==> config.mk <==
export PLATFORM = sky130hd
export DESIGN_NAME = meter_status_irq
export DESIGN_NICKNAME = d
export VERILOG_FILES = /design/src/rtl/msi_pkg.sv /design/src/rtl/msi_window_or.sv /design/src/rtl/msi_miss_watch.sv /design/src/rtl/msi_host_port.sv /design/src/rtl/meter_status_irq.sv
export SDC_FILE = /design/constraint.sdc
export NUM_CORES = 1
export LEC_CHECK = 0
export ABC_AREA = 1
export BUFFER_PORTS_ARGS = -buffer_cell sky130_fd_sc_hd__buf_2
export CAP_MARGIN = 30
export CORE_ASPECT_RATIO = 1.4
export CORE_UTILIZATION = 40
export CTS_BUF_LIST = sky130_fd_sc_hd__clkbuf_4
export DETAILED_ROUTE_END_ITERATION = 16
export GPL_ROUTABILITY_DRIVEN = 0
export HOLD_SLACK_MARGIN = 0.05
export PLACE_DENSITY_LB_ADDON = 0.3
export SLEW_MARGIN = 10
export SYNTH_ARGS = -nofsm -noshare
export SYNTH_HDL_FRONTEND = slang
export SYNTH_SLANG_ARGS = --single-unit
==> constraint.sdc <==
create_clock -name clk -period 1.6 [get_ports clk]
set_input_delay 0.16 -clock clk [delete_from_list [all_inputs] [get_ports clk]]
set_output_delay 0.16 -clock clk [all_outputs]
set_load 0.005 [all_outputs]
==> src/rtl/msi_pkg.sv <==
package msi_pkg;
  localparam int STATUS_W = 20;
  localparam int N_PHASE  = 3;
  localparam int N_PULSE  = 4;
  localparam int N_WIN    = 4;   // over-V, over-I, comparator edge, pin edge

  localparam int B_BOOT   = 0;
  localparam int B_SAG0   = 1;
  localparam int B_FUND   = 4;
  localparam int B_MAXV   = 5;
  localparam int B_MAXI   = 6;
  localparam int B_SEC    = 7;
  localparam int B_CMPE   = 8;
  localparam int B_PINE   = 9;
  localparam int B_XOVF   = 10;
  localparam int B_RDY    = 11;
  localparam int B_CRP0   = 12;
  localparam int B_CMDIGN = 15;
  localparam int B_PERR0  = 16;

  typedef logic [STATUS_W-1:0] status_t;
endpackage

==> src/rtl/msi_window_or.sv <==
module msi_window_or (
  input  logic clk,
  input  logic rst_n,
  input  logic strobe_i,
  input  logic evt_i,
  output logic flag_o
);
  logic seen_q;
  logic flag_q;

  always_ff @(posedge clk or negedge rst_n) begin
    if (!rst_n) begin
      seen_q <= 1'b0;
      flag_q <= 1'b0;
    end else if (strobe_i) begin
      flag_q <= seen_q | evt_i;
      seen_q <= 1'b0;
    end else if (evt_i) begin
      seen_q <= 1'b1;
    end
  end

  assign flag_o = flag_q;

  AST_WIN_HOLD: assert property (@(posedge clk) disable iff (!rst_n)
    !strobe_i |=> $stable(flag_o));
  AST_WIN_CATCH: assert property (@(posedge clk) disable iff (!rst_n)
    strobe_i && evt_i |=> flag_o);
endmodule

==> src/rtl/msi_miss_watch.sv <==
module msi_miss_watch (
  input  logic clk,
  input  logic rst_n,
  input  logic strobe_i,
  input  logic armed_i,
  input  logic watch_en_i,
  input  logic evt_i,
  output logic miss_o
);
  logic seen_q;
  logic miss_q;

  always_ff @(posedge clk or negedge rst_n) begin
    if (!rst_n) begin
      seen_q <= 1'b0;
      miss_q <= 1'b0;
    end else if (strobe_i) begin
      miss_q <= armed_i & watch_en_i & ~(seen_q | evt_i);
      seen_q <= 1'b0;
    end else if (evt_i) begin
      seen_q <= 1'b1;
    end
  end

  assign miss_o = miss_q;

  AST_MISS_SERVED: assert property (@(posedge clk) disable iff (!rst_n)
    strobe_i && evt_i |=> !miss_o);
  AST_MISS_UNARMED: assert property (@(posedge clk) disable iff (!rst_n)
    strobe_i && (!armed_i || !watch_en_i) |=> !miss_o);
  AST_MISS_HOLD: assert property (@(posedge clk) disable iff (!rst_n)
    !strobe_i |=> $stable(miss_o));
endmodule

==> src/rtl/msi_host_port.sv <==
module msi_host_port
  import msi_pkg::*;
#(
  parameter int ADDR_W = 4,
  parameter int STATUS_ADDR = 0,
  parameter int MASK_ADDR = 1,
  parameter logic [(2**ADDR_W)-1:0] RO_MAP = 16'hFFFD
) (
  input  logic              clk,
  input  logic              rst_n,
  input  logic              wr_i,
  input  logic              rd_i,
  input  logic [ADDR_W-1:0] addr_i,
  input  status_t           wdata_i,
  input  status_t           status_i,
  input  logic              acc_strobe_i,
  input  logic              cmd_reject_i,
  output status_t           mask_o,
  output status_t           rdata_o,
  output logic              boot_o,
  output logic              ready_o,
  output logic              cmd_ign_o
);
  status_t mask_q;
  logic    boot_q, ready_q, cmd_q;
  logic    is_ro, wr_refused, wr_mask, rd_status;

  assign is_ro      = RO_MAP[addr_i];
  assign wr_refused = wr_i & is_ro;
  assign wr_mask    = wr_i & ~is_ro & (addr_i == ADDR_W'(MASK_ADDR));
  assign rd_status  = rd_i & (addr_i == ADDR_W'(STATUS_ADDR));

  always_ff @(posedge clk or negedge rst_n) begin
    if (!rst_n) begin
      mask_q  <= '0;
      boot_q  <= 1'b1;
      ready_q <= 1'b0;
      cmd_q   <= 1'b0;
    end else begin
      if (wr_mask) mask_q <= wdata_i;
      if (rd_status) boot_q <= 1'b0;
      if (acc_strobe_i) ready_q <= 1'b1;
      else if (rd_status) ready_q <= 1'b0;
      if (wr_refused || cmd_reject_i) cmd_q <= 1'b1;
      else if (rd_status) cmd_q <= 1'b0;
    end
  end

  always_comb begin
    rdata_o = '0;
    if (addr_i == ADDR_W'(STATUS_ADDR)) rdata_o = status_i;
    else if (addr_i == ADDR_W'(MASK_ADDR)) rdata_o = mask_q;
  end

  assign mask_o    = mask_q;
  assign boot_o    = boot_q;
  assign ready_o   = ready_q;
  assign cmd_ign_o = cmd_q;

  AST_RO_REFUSED: assert property (@(posedge clk) disable iff (!rst_n)
    wr_i && is_ro |=> $stable(mask_o) && cmd_ign_o);
  AST_RD_CLEARS: assert property (@(posedge clk) disable iff (!rst_n)
    rd_status && !acc_strobe_i |=> !ready_o);
  AST_BOOT_NOSET: assert property (@(posedge clk) disable iff (!rst_n)
    !boot_o |=> !boot_o);
  AST_STROBE_READY: assert property (@(posedge clk) disable iff (!rst_n)
    acc_strobe_i |=> ready_o);
endmodule

==> src/rtl/meter_status_irq.sv <==
module meter_status_irq
  import msi_pkg::*;
#(
  parameter int N_PIN = 8,
  parameter int ADDR_W = 4,
  parameter int STATUS_ADDR = 0,
  parameter int MASK_ADDR = 1,
  parameter logic [(2**ADDR_W)-1:0] RO_MAP = 16'hFFFD
) (
  input  logic                clk,
  input  logic                rst_n,
  input  logic                acc_strobe_i,
  input  logic [2:0]          sag_i,
  input  logic [2:0]          creep_energy_i,
  input  logic [2:0]          creep_current_i,
  input  logic                fund_pol_i,
  input  logic                v_over_i,
  input  logic                i_over_i,
  input  logic                cmp_i,
  input  logic [N_PIN-1:0]    pins_i,
  input  logic [N_PIN-1:0]    pin_en_i,
  input  logic                sec_tick_i,
  input  logic [2:0]          energy_rd_i,
  input  logic [3:0]          gen_ext_i,
  input  logic [3:0]          pulse_upd_i,
  input  logic                cmd_reject_i,
  input  logic                host_wr_i,
  input  logic                host_rd_i,
  input  logic [ADDR_W-1:0]   host_addr_i,
  input  logic [19:0]         host_wdata_i,
  output logic [19:0]         host_rdata_o,
  output logic [19:0]         status_o,
  output logic                irq_n_o
);
  localparam int N_MISS = N_PULSE + 1;

  logic             cmp_q, sec_q, armed_q;
  logic [N_PIN-1:0] pins_q;
  logic [N_WIN-1:0] win_evt, win_flag;
  logic [N_MISS-1:0] miss_evt, miss_en, miss_flag;
  status_t          mask, status;
  logic             boot, ready, cmd_ign;

  always_ff @(posedge clk or negedge rst_n) begin
    if (!rst_n) begin
      cmp_q   <= 1'b0;
      pins_q  <= '0;
      sec_q   <= 1'b0;
      armed_q <= 1'b0;
    end else begin
      cmp_q  <= cmp_i;
      pins_q <= pins_i;
      if (sec_tick_i) sec_q <= ~sec_q;
      if (acc_strobe_i) armed_q <= 1'b1;
    end
  end

  assign win_evt = {|((pins_i ^ pins_q) & pin_en_i), cmp_i ^ cmp_q, i_over_i, v_over_i};

  for (genvar w = 0; w < N_WIN; w++) begin : g_win
    msi_window_or u_win (
      .clk(clk), .rst_n(rst_n), .strobe_i(acc_strobe_i),
      .evt_i(win_evt[w]), .flag_o(win_flag[w])
    );
  end

  assign miss_evt = {|energy_rd_i, pulse_upd_i};
  assign miss_en  = {1'b1, gen_ext_i};

  for (genvar m = 0; m < N_MISS; m++) begin : g_miss
    msi_miss_watch u_miss (
      .clk(clk), .rst_n(rst_n), .strobe_i(acc_strobe_i), .armed_i(armed_q),
      .watch_en_i(miss_en[m]), .evt_i(miss_evt[m]), .miss_o(miss_flag[m])
    );
  end

  msi_host_port #(
    .ADDR_W(ADDR_W), .STATUS_ADDR(STATUS_ADDR), .MASK_ADDR(MASK_ADDR), .RO_MAP(RO_MAP)
  ) u_host (
    .clk(clk), .rst_n(rst_n), .wr_i(host_wr_i), .rd_i(host_rd_i),
    .addr_i(host_addr_i), .wdata_i(host_wdata_i), .status_i(status),
    .acc_strobe_i(acc_strobe_i), .cmd_reject_i(cmd_reject_i),
    .mask_o(mask), .rdata_o(host_rdata_o), .boot_o(boot),
    .ready_o(ready), .cmd_ign_o(cmd_ign)
  );

  always_comb begin
    status = '0;
    status[B_BOOT] = boot;
    for (int p = 0; p < N_PHASE; p++) begin
      status[B_SAG0 + p] = sag_i[p];
      status[B_CRP0 + p] = creep_energy_i[p] | creep_current_i[p];
    end
    status[B_FUND]   = fund_pol_i;
    status[B_MAXV]   = win_flag[0];
    status[B_MAXI]   = win_flag[1];
    status[B_SEC]    = sec_q;
    status[B_CMPE]   = win_flag[2];
    status[B_PINE]   = win_flag[3];
    status[B_XOVF]   = miss_flag[N_PULSE];
    status[B_RDY]    = ready;
    status[B_CMDIGN] = cmd_ign;
    for (int g = 0; g < N_PULSE; g++) status[B_PERR0 + g] = miss_flag[g];
  end

  assign status_o = status;
  assign irq_n_o  = ~|(status & mask);

  AST_SEC_TOGGLE: assert property (@(posedge clk) disable iff (!rst_n)
    sec_tick_i |=> status_o[B_SEC] != $past(status_o[B_SEC]));
  AST_SEC_HOLD: assert property (@(posedge clk) disable iff (!rst_n)
    !sec_tick_i |=> $stable(status_o[B_SEC]));
  AST_IRQ_IDLE_MASK: assert property (@(posedge clk) disable iff (!rst_n)
    (mask == '0) |-> irq_n_o);
endmodule

* Word level (Yosys, flattened, before mapping)
Memory sizes are Yosys's and may differ from the RTL's. Index checks and enable logic that the tools add are counted.
Storage, ports and cells: word-level logic and storage cells 106, bits in registers 52, memories 1, bits of input ports 71, memory bits (writable) 0, output and inout port bits 41, latch bits 0, ROM bits 16
Memory list:
- (no name shown) | depth 16, width 1, rd ports 1, clocked after memory_dff 0, write ports 0, line msi_host_port.sv:28 | assign is_ro = RO_MAP[addr_i];
Operators by class: muxes and demuxes 24, reductions and logical operators 17, div/mod/pow operators 0, $add $sub $neg 0, bitwise gates (word level) 36, multiply operators 0, $lt $le $gt $ge 1, eq/ne operators 1, shifts and indexed selects 0
Operator list (number):
- 20-bit 2-to-1 mux | 2
- 1-bit 2-to-1 mux | 22
- 2-bit nonzero test | 11
- 20-bit bitwise AND | 1
- 20-bit OR reduction | 1
- 1-bit bitwise AND | 13
- 1-bit bitwise OR | 12
- 8-bit bitwise AND | 1
- 8-bit OR reduction | 1
- 8-bit XOR | 1
- 1-bit NOT | 7
- 4-bit by 5-bit < comparator with 1-bit output, second input constant | 1
- 4-bit by 1-bit == test with 1-bit output, second input constant | 1
- 4-bit logical NOT | 1
- 3-bit OR reduction | 1
- 1-bit logical NOT | 1
- 1-bit logical OR | 1
- 1-bit XOR | 1

* Depth between registers and ports, before layout
Gate-level depths: netlist (run 1).
word-level depth 5, depth in mapped cells 8, gate-level depth less buffers 8

* By module
Synthesis (run 1) repeated with hierarchy kept, for this count alone.
Second synthesis, totals: cells, all modules 357, area total of the unflattened synthesis 2683.8 µm²
Modules (own cells, without submodules):
- msi_host_port | cells an instance 175, sequential area each 576.8 µm², instances 1, area an instance 1285.0 µm²
- meter_status_irq | cells an instance 100, sequential area each 275.3 µm², instances 1, area an instance 703.2 µm²
- msi_miss_watch | cells an instance 10, sequential area each 50.0 µm², instances 5, area an instance 80.1 µm²
- msi_window_or | cells an instance 8, sequential area each 50.0 µm², instances 4, area an instance 73.8 µm²

* Worst setup path before layout (run 1)
No wires, ideal clock.
kind reg2reg, start point reg pins_q[5], end point reg g_win[3].u_win.flag_q, arrival 958 ps, path slack 525 ps, data required time 1483 ps, clock period less this slack 1075 ps, cell stages (with the launch flop) 8, buffers on the path 0, library setup time 117 ps, path through dfrtp_1 > or2_2 > nand3_1 > nand2_1 > inv_1 > nand3_1 > nand2_1 > nand2_1
Between the ends: longest elaborated chain between the ends 4
Ends and longest elaborated chain:
- start, declared | line meter_status_irq.sv:38 | logic [N_PIN-1:0] pins_q;
- start signal, assigned | line meter_status_irq.sv:52 | pins_q <= pins_i;
- 8-bit XOR | line meter_status_irq.sv:58 | assign win_evt = {|((pins_i ^ pins_q) & pin_en_i), cmp_i ^ cmp_q, i_over_i, v_over_i};
- 8-bit bitwise AND | line meter_status_irq.sv:58
- 8-bit OR reduction | line meter_status_irq.sv:58
- 1-bit bitwise OR | line msi_window_or.sv:16 | flag_q <= seen_q | evt_i;
- end signal, assigned | line msi_window_or.sv:16
- end, declared | line msi_window_or.sv:9 | logic flag_q;
No other way between the ends. A chain may end at the register's enable or synchronous reset.

* Final worst setup path (run 1)
start point reg u_host.mask_q[10], in the netlist u_host.mask_o[10], end point out irq_n_o
Between the ends: longest elaborated chain between the ends 3
Ends and longest elaborated chain:
- start, declared | line msi_host_port.sv:24 | status_t mask_q;
- start signal, assigned | line msi_host_port.sv:40 | if (wr_mask) mask_q <= wdata_i;
- 20-bit bitwise AND | line meter_status_irq.sv:107 | assign irq_n_o = ~|(status & mask);
- 20-bit OR reduction | line meter_status_irq.sv:107
- 1-bit logical NOT | line meter_status_irq.sv:107
- end, declared | line meter_status_irq.sv:33 | output logic irq_n_o
No other way between the ends.

==> results.toml, run 1 <==
[grt]
grt_pass1_vias = 2426
grt_overflow = 0
grtUsageTotal = 0.204
grt_pass1_wl_um = 11100
antenna_found_initial = 0
grt_max_degree = 53

[route]
first_pass_iters = 4
drt-initial-drc-count = 175
drc = 0
routed_wl_um = 6830
vias_per_cell = 4.73
wire_per_inst_um = 13.0
drtAntennaViolNets = 0
vias = 2480

[timing]
setup_viol = 0
period_share = 0.985
fmax_ghz = 0.635
finalHoldViolCount = 0
rsz0062_at_grt = "true"
finalMaxSlewViolations = 0
relSlewSlack = 0.751
skew_ps = 6.52
period_needed_ps = 1580
finalSetupTns_ps = 0
setup_slack_ps = 24.0
tightestPinTransition_ps = 374

[synthesis]
syn_nets = 380
syn_area_per_cell_sq_um = 8.40
synthTopCellsByArea = "dfrtp_1 (49%), nand2_1 (12%), buf_4 (6.1%), nand3_1 (5.2%), inv_1 (4.6%)"
synth_cells = 309
synth-seq-cells = 52
yosys_warnings = 0
mappedNetlistArea_sq_um = 2600
synth.distinct_cells = 27
synth_top_area_share = 0.492
ys_seq_area_frac = 0.502
yosysTopAreaCell = "dfrtp_1"

[critical_path]
cp_data_required_time_ps = 1440
endpoint_kind = "output pin"
r2r_setup_slack_ps = 210
cp-start-kind = "register"
crit_path_max_fanout = 2
worstSetupPathType = "register to output pin"
cp.arrival_ps = 1420

[placed_design]
place_hpwl_um = 4650
io_buffers = 111
placed_cells = 467
place_ws_ps = 224

[cts]
cts_tree = "yes"
clock-sinks = 52
cts_buffers = 5
clk-insertion-delay-late_ps = 360
cts_max_level = 2
clk_pin_slew_ps = 150
cts_root_buffer = "clkbuf_4"
clockBufferDepth = 2

[floorplanning]
initial_core_util = 0.415
core_sq_um = 6250
dieArea_sq_um = 6820
die_width_um = 70.1
die_y_um = 97.3
ios = 112
rows = 34

[power]
leakage_uw = 0.00201
p_per_area_nw_per_um2 = 789
ir_drop_uv = 496
total_power_uw = 2850

[final_layout]
regArea_sq_um = 1300
antenna-diode-count = 0
n_fill_cell = 576
finalNetCount = 522
multi_input_area_sq_um = 965
layout.cells.non_filler = 524
drive_gt1_frac = 0.323
synthToLayoutAreaGrowth_pct = 39.2

[hold_path]
holdCritPathClass = "input pin to register"

[status]
status = "complete, no violations"

[job]
maxCapViolCount = 0
cell families (layout without fill, tap and decap cells):
kind of cell | count (synthesis) | count (layout) | share of synthesized area
simple gates | 152 | 152 | 0.257
buf+inv | 62 | 205 | 0.128
flops | 52 | 52 | 0.502
compound gates | 42 | 42 | 0.110
xor+xnor | 1 | 1 | 0.00337
what timing repair did:
item                                    4_1_cts  5_1_grt
buffers inserted                              0        3
endpoints found under the setup margin        0        1
hold endpoints to repair                     91        1
hold buffers                                 44        2
resized for setup                             0        1
critical path, stage by stage, from the launching register on:
cell and delay [ps]:
dfrtp_1 430, nand2_2 90, nand4_1 120, nor2_1 140, nand2_1 80, nor2_1 80
buf_2 120
per-stage QoR:
stage,cell area (sq um),hold slack [ps],util
after floorplan,2600,-136,-
after detailed placement,3070,177,0.491
after global placement,3070,176,0.491
final,3610,113,0.578
after global routing,3610,112,0.578
after CTS,3570,50.5,0.571
flip-flops by register name, summed over array words and instances (netlist names):
signal	count
armed_q	1
u_host.mask_o	20
g_miss.u_miss.seen_q	5
g_win.u_win.flag_o	4
u_host.cmd_ign_o	1
cmp_q	1
g_win.u_win.seen_q	4
pins_q	8
sec_q	1
u_host.ready_o	1
u_host.boot_o	1
g_miss.u_miss.miss_o	5
area by class of cell:
class | instances | share of cell area
flip-flops and latches | 52 | 0.360
clock buffers | 7 | 0.0145
clock inverters | 1 | 0.00104
well taps | 72 | 0.0249
repair buffers | 162 | 0.295
multi-input cells | 195 | 0.267
inverters | 35 | 0.0370
power by group:
part           total [uW]  switching [uW]  internal, uW
clock network         612             408           204
logic                 649             316           333
registers            1590             116          1470
total                2850             840          2010
routing by layer:
layer,vias up,GRT usage,share of wire
met5,-,0,0
met4,0,0.0677,0.020
met3,12,0.0363,0.048
met2,83,0.367,0.51
met1,1128,0.242,0.43
li1,1257,-,-
cell usage after synthesis:
cell      number
or2_2          9
nand2_2        1
a32o_1         2
a21oi_2        4
nand2_4        2
clkbuf_1       1
buf_1          1
buf_6          2
a21oi_1        4
a22oi_1        1
nand3_1       27
xor2_1         1
nand2_1       84
inv_1         32
dfrtp_1       51
o22ai_1       10
nand4_1        3
inv_2          2
nor2_1        24
nor2_4         2
inv_4          1
buf_4         21
buf_2          2
o21bai_1       1
a22o_1         9
o21ai_0       11
dfstp_2        1
path summary, 6_finish.rpt:
path | startpoint | end | cells past startpoint
setup / recovery | u_host.mask_o[10] | irq_n_o | 6
setup reg to reg | g_miss[2].u_miss.seen_q | g_miss[2].u_miss.miss_o | 3
hold reg to reg | u_host.boot_o | u_host.boot_o | 2
max in group asynchronous | rst_n | u_host.boot_o | 3
hold / removal | pulse_upd_i[0] | g_miss[0].u_miss.seen_q | 4
min in group asynchronous | rst_n | sec_q | 3
layout by cell type, fill, tap and decap left out:
master / instances
buf_12: 1
inv_2: 2
o22ai_1: 10
inv_4: 1
o21bai_1: 1
inv_1: 32
buf_4: 4
nor2_1: 24
clkinv_1: 1
nand2_2: 2
a22oi_1: 1
a21oi_2: 4
dfrtp_1: 51
dfstp_2: 1
nand2_1: 83
a32o_1: 2
nand3_1: 27
xor2_1: 1
o21ai_0: 11
or2_2: 9
dlygate4sd3_1: 46
buf_2: 111
nand4_1: 3
a22o_1: 9
a21oi_1: 4
clkbuf_4: 7
nor2_4: 2
nand2_4: 2
Note: power is estimated with default switching activity, not from simulation.
==> inputs of run 2 (changes only) <==
--- a/config.mk
+++ b/config.mk
@@ -6,12 +6,13 @@
 export NUM_CORES = 1
 export LEC_CHECK = 0
 export ABC_AREA = 1
-export BUFFER_PORTS_ARGS = -buffer_cell sky130_fd_sc_hd__buf_2
 export CAP_MARGIN = 30
 export CORE_ASPECT_RATIO = 1.4
+export CORE_MARGIN = 5
 export CORE_UTILIZATION = 40
 export CTS_BUF_LIST = sky130_fd_sc_hd__clkbuf_4
 export DETAILED_ROUTE_END_ITERATION = 16
+export DONT_BUFFER_PORTS = 1
 export GPL_ROUTABILITY_DRIVEN = 0
 export HOLD_SLACK_MARGIN = 0.05
 export PLACE_DENSITY_LB_ADDON = 0.3
==> results.toml, run 2 (synthesized netlist as in run 1, its figures left out) <==
[grt]
grt_pass1_vias = 2301
grtUsageTotal = 0.173
antenna_found_initial = 0
grt_max_degree = 53
grt_pass1_wl_um = 11400
grt_overflow = 0

[hold_path]
holdCritPathClass = "input pin to register"
holdPathStages = 3
min_from = "acc_strobe_i"
hold-path-endpoint = "g_win[2].u_win.seen_q"

[cts]
cts_root_buffer = "clkbuf_4"
cts_tree = "yes"
clockBufferDepth = 2
clk-insertion-delay-late_ps = 360
cts_buffers = 5
postCtsSetupRepairBufs = 0
cts_max_level = 2
clk_pin_slew_ps = 150
clock-sinks = 52

[final_layout]
finalNetCount = 427
final_core_util = 0.519
drive_gt1_frac = 0.101
layout.cells.non_filler = 429
synthToLayoutAreaGrowth_pct = 24.9
layout_common_cells = "nand2_1 (82), dlygate4sd3_1 (64), dfrtp_1 (50)"
antenna-diode-count = 0
layout_commonest_cell = "nand2_1"
fin_area_sq_um = 3240
largest_reg_flops = 20

[critical_path]
r2r_setup_slack_ps = 170
reg2reg_depth = 4
cp.arrival_ps = 1360
reg2reg_to = "g_miss[2].u_miss.seen_q"
crit_path_max_fanout = 4
worstSetupPathType = "register to output pin"
cp_data_required_time_ps = 1440
timing.rr.start = "g_miss[2].u_miss.seen_q"
endpoint_kind = "output pin"
cp-start-kind = "register"

[timing]
relSlewSlack = 0.542
fmax_ghz = 0.657
whs_ps = 78.3
rsz0062_at_grt = "true"
tightestPinTransition_ps = 687
period_share = 0.951
skew_ps = 9.74
finalHoldViolCount = 0
finalMaxSlewViolations = 0
period_needed_ps = 1520
setup_viol = 0

[placed_design]
place_hpwl_um = 4900
place_area_sq_um = 2500
placed_cells = 355
io_buffers = 0

[floorplanning]
die_y_um = 105
ios = 112
rows = 34
core_sq_um = 6250
initial_core_util = 0.415
die_width_um = 78.1
dieArea_sq_um = 8220

[route]
drtAntennaViolNets = 0
wire_per_inst_um = 16.1
first_pass_iters = 4
drc = 0
vias_per_cell = 5.13
vias = 2201
routed_wl_um = 6900
drt-initial-drc-count = 139

[power]
p_per_area_nw_per_um2 = 835
ir_drop_uv = 378
leakage_uw = 0.00157

[status]
status = "complete, no violations"

[job]
maxCapViolCount = 0
run 2: cell type report:
cell class              count  area (sq um)
clock inverters             1          5.00
multi-input cells         195           970
repair buffers             67           688
well taps                  72          90.1
fillers                   594          3010
flip-flops and latches     52          1300
inverters                  35           134
clock buffers               7          52.6
run 2: metrics by stage:
| step | TNS [ps] | power (uW) | setup WS (ps) |
|---|---|---|---|
| after floorplan | 0 | 1940 | 525 |
| after global placement | 0 | 1950 | 437 |
| after CTS | 0 | 2740 | 5.91 |
| after detailed placement | 0 | 1970 | 393 |
| final | 0 | 2710 | 78.5 |
| after global routing | -42.7 | 2900 | -42.7 |
run 2: what timing repair did:
action	4_1_cts	5_1_grt
gates resized for setup	0	5
setup endpoints to repair	0	2
endpoints found under the hold margin	103	0
hold buffers	66	0
run 2: worst max-delay path by stage:
| stage | from | end | depth (start not counted) |
|---|---|---|---|
| 2_1_floorplan | pins_q[5] | g_win[3].u_win.flag_o | 7 |
| 3_3_place_gp | host_addr_i[2] | u_host.mask_o[8] | 6 |
| 3_5_place_dp | host_addr_i[2] | u_host.ready_o | 6 |
| 4_1_cts | g_miss[4].u_miss.miss_o | irq_n_o | 5 |
| 5_1_grt | g_miss[2].u_miss.miss_o | irq_n_o | 5 |
| 6_report | g_win[0].u_win.flag_o | irq_n_o | 5 |
run 2: worst max-delay path: stages, from the launching register on:
cell,delay [ps]
dfrtp_1,460
nand2_1,90
nand4_1,120
nor2_1,120
nand2_1,90
nor2_2,110
run 2: where the power goes:
part           leakage (uW)  switching, uW  internal [uW]  total (uW)
clock             0.0000361            407            207         614
sequential         0.000621            128           1480        1600
combinational      0.000913            254            237         492
run 2: routing by layer:
metal | track usage | vias to the layer above | wire, um
li1 | - | 1065 | -
met1 | 0.207 | 1045 | 2590
met2 | 0.297 | 87 | 3720
met3 | 0.0461 | 4 | 539
met4 | 0.0568 | 0 | 53
met5 | 0 | - | 0
==> inputs of run 3 (changes only) <==
--- a/config.mk
+++ b/config.mk
@@ -15,7 +15,6 @@
 export DONT_BUFFER_PORTS = 1
 export GPL_ROUTABILITY_DRIVEN = 0
 export HOLD_SLACK_MARGIN = 0.05
-export PLACE_DENSITY_LB_ADDON = 0.3
 export SLEW_MARGIN = 10
 export SYNTH_ARGS = -nofsm -noshare
 export SYNTH_HDL_FRONTEND = slang
==> constraint.sdc (replaced) <==
create_clock -name clk -period 1.6 [get_ports clk]
set_input_delay 0.32 -clock clk [delete_from_list [all_inputs] [get_ports clk]]
set_output_delay 0.32 -clock clk [all_outputs]
set_load 0.005 [all_outputs]
==> results.toml, run 3 (synthesized netlist as in run 1, its figures left out) <==
[status]
status = "finished, violations left"
violations = "setup timing"

[critical_path]
endpoint_kind = "output pin"
cp_data_required_time_ps = 1280
reg2reg_depth = 7
crit_path_cell_trace = "nand2_2 > nand4_1 > nor2_2 > nand2_1 > nor2_2"
cp.arrival_ps = 1340
cp-start-kind = "register"
worst_path_max_delay_cell = "dfrtp_1"
cp_slowest_stage_delay_ps = 460
worstSetupPathType = "register to output pin"
r2r_setup_slack_ps = 460
cp_top_family = "simple AND/OR/NAND/NOR gates"
crit_path_max_fanout = 3
worst-path-buf-inv = 0
cp_common_cell = "nor2_2"
timing.rr.start = "pins_q[5]"
reg2reg_to = "g_win[3].u_win.flag_o"

[hold_path]
holdPathStages = 1
holdCritPathClass = "input pin to register"
min_from = "acc_strobe_i"
hold-path-endpoint = "g_miss[1].u_miss.miss_o"

[final_layout]
drive_gt1_frac = 0.133
final_core_util = 0.440
synthToLayoutAreaGrowth_pct = 5.88
layout_commonest_cell = "nand2_1"
layout.cells.non_filler = 381
fin_area_sq_um = 2750
largest_reg_flops = 20
finalNetCount = 379
layout_common_cells = "nand2_1 (81), dfrtp_1 (49), inv_1 (30)"
n_fill_cell = 631

[timing]
relSlewSlack = 0.676
finalHoldViolCount = 0
skew_ps = 17.2
tightestPinTransition_ps = 485
setup_slack_ps = -61.3
period_needed_ps = 1660
finalMaxSlewViolations = 0
setup_viol = 1
period_share = 1.04
rsz0062_at_grt = "true"
fmax_ghz = 0.602

[placed_design]
place_ws_ps = 167
place_hpwl_um = 4860
io_buffers = 0
place_area_sq_um = 2520
placed_cells = 358

[route]
vias = 1950
first_pass_iters = 4
drc = 0
drtAntennaViolNets = 0
routed_wl_um = 6420
vias_per_cell = 5.12
wire_per_inst_um = 16.9
drt-initial-drc-count = 50

[floorplanning]
dieArea_sq_um = 8220
ios = 112
die_width_um = 78.1
rows = 34
die_y_um = 105
initial_core_util = 0.415
core_sq_um = 6250

[grt]
grt_pass1_wl_um = 10400
grt_overflow = 0
antenna_found_initial = 1
grtUsageTotal = 0.161
grt_max_degree = 53
grt_pass1_vias = 2066

[cts]
clockBufferDepth = 2
clock-sinks = 52
clk-insertion-delay-late_ps = 360
cts_max_level = 2
cts_buffers = 5
clk_pin_slew_ps = 150
cts_root_buffer = "clkbuf_4"
postCtsSetupRepairBufs = 0
cts_tree = "yes"

[power]
p_per_area_nw_per_um2 = 930
leakage_uw = 0.00139
ir_drop_uv = 576

[job]
maxCapViolCount = 0
## run 3: cell types whose count changed in the layout (fill, tap and decap cells not counted), moves of 2 or more
cell / before / now
dlygate4sd3_1: 64 / 14
buf_4: 1 / 4
clkbuf_4: 7 / 5
clkinv_1: 0 / 2
inv_1: 32 / 30
inv_2: 2 / 4
## run 3: worst reg2reg max path: cells and delay by family, from the launching register on
family	cells	cell delay, ps
simple gates	6	610
flops	1	400
buf+inv	1	50
## run 3: worst max-delay path by stage
stage                                       start               end  slack (ps)  depth (start not counted)
final                     g_miss[0].u_miss.miss_o           irq_n_o         -60                          5
after global routing      g_miss[3].u_miss.miss_o           irq_n_o        -170                          5
after CTS                 g_miss[0].u_miss.miss_o           irq_n_o        -130                          5
after detailed placement           host_addr_i[2]  host_rdata_o[14]         170                          6
after global placement             host_addr_i[2]  host_rdata_o[10]         190                          6
after floorplan                creep_current_i[1]           irq_n_o         320                          4
## run 3: layout make-up
class                           count  area (sq um)  share of cell area
Timing Repair Buffer               19           198              0.0719
Inverter                           35           134              0.0487
Clock inverter                      2          7.51             0.00273
Tap cell                           72          90.1              0.0328
Multi-Input combinational cell    195           975               0.355
Antenna cell                        1          2.50            0.000910
Clock buffer                        5          37.5              0.0137
Sequential cell                    52          1310               0.475
## run 3: where the power goes
group	internal (uW)	switching [uW]	total, uW
clock	155	383	538
sequential	1480	126	1600
combinational	180	236	416
total	1810	745	2560
## run 3: layer usage
metal  part of all wire  track usage
met5                  0            0
met4              0.011       0.0435
met3              0.087       0.0555
met2               0.54        0.298
met1               0.36        0.170
## run 3: what timing repair did
item / in CTS / in global routing
endpoints found under the hold margin: 74 / 3
resized for setup: 2 / 7
pin swaps: 2 / 5
setup endpoints to repair: 1 / 1
hold buffers: 13 / 2
## run 3: stage by stage
step	TNS (ps)	total power (uW)	hold WS (ps)
after detailed placement	0	1980	25.8
final	-61.3	2560	74.5
after global routing	-172	2740	51.6
after CTS	-126	2600	50.8
after global placement	0	1970	25.7
after floorplan	0	1940	24.4
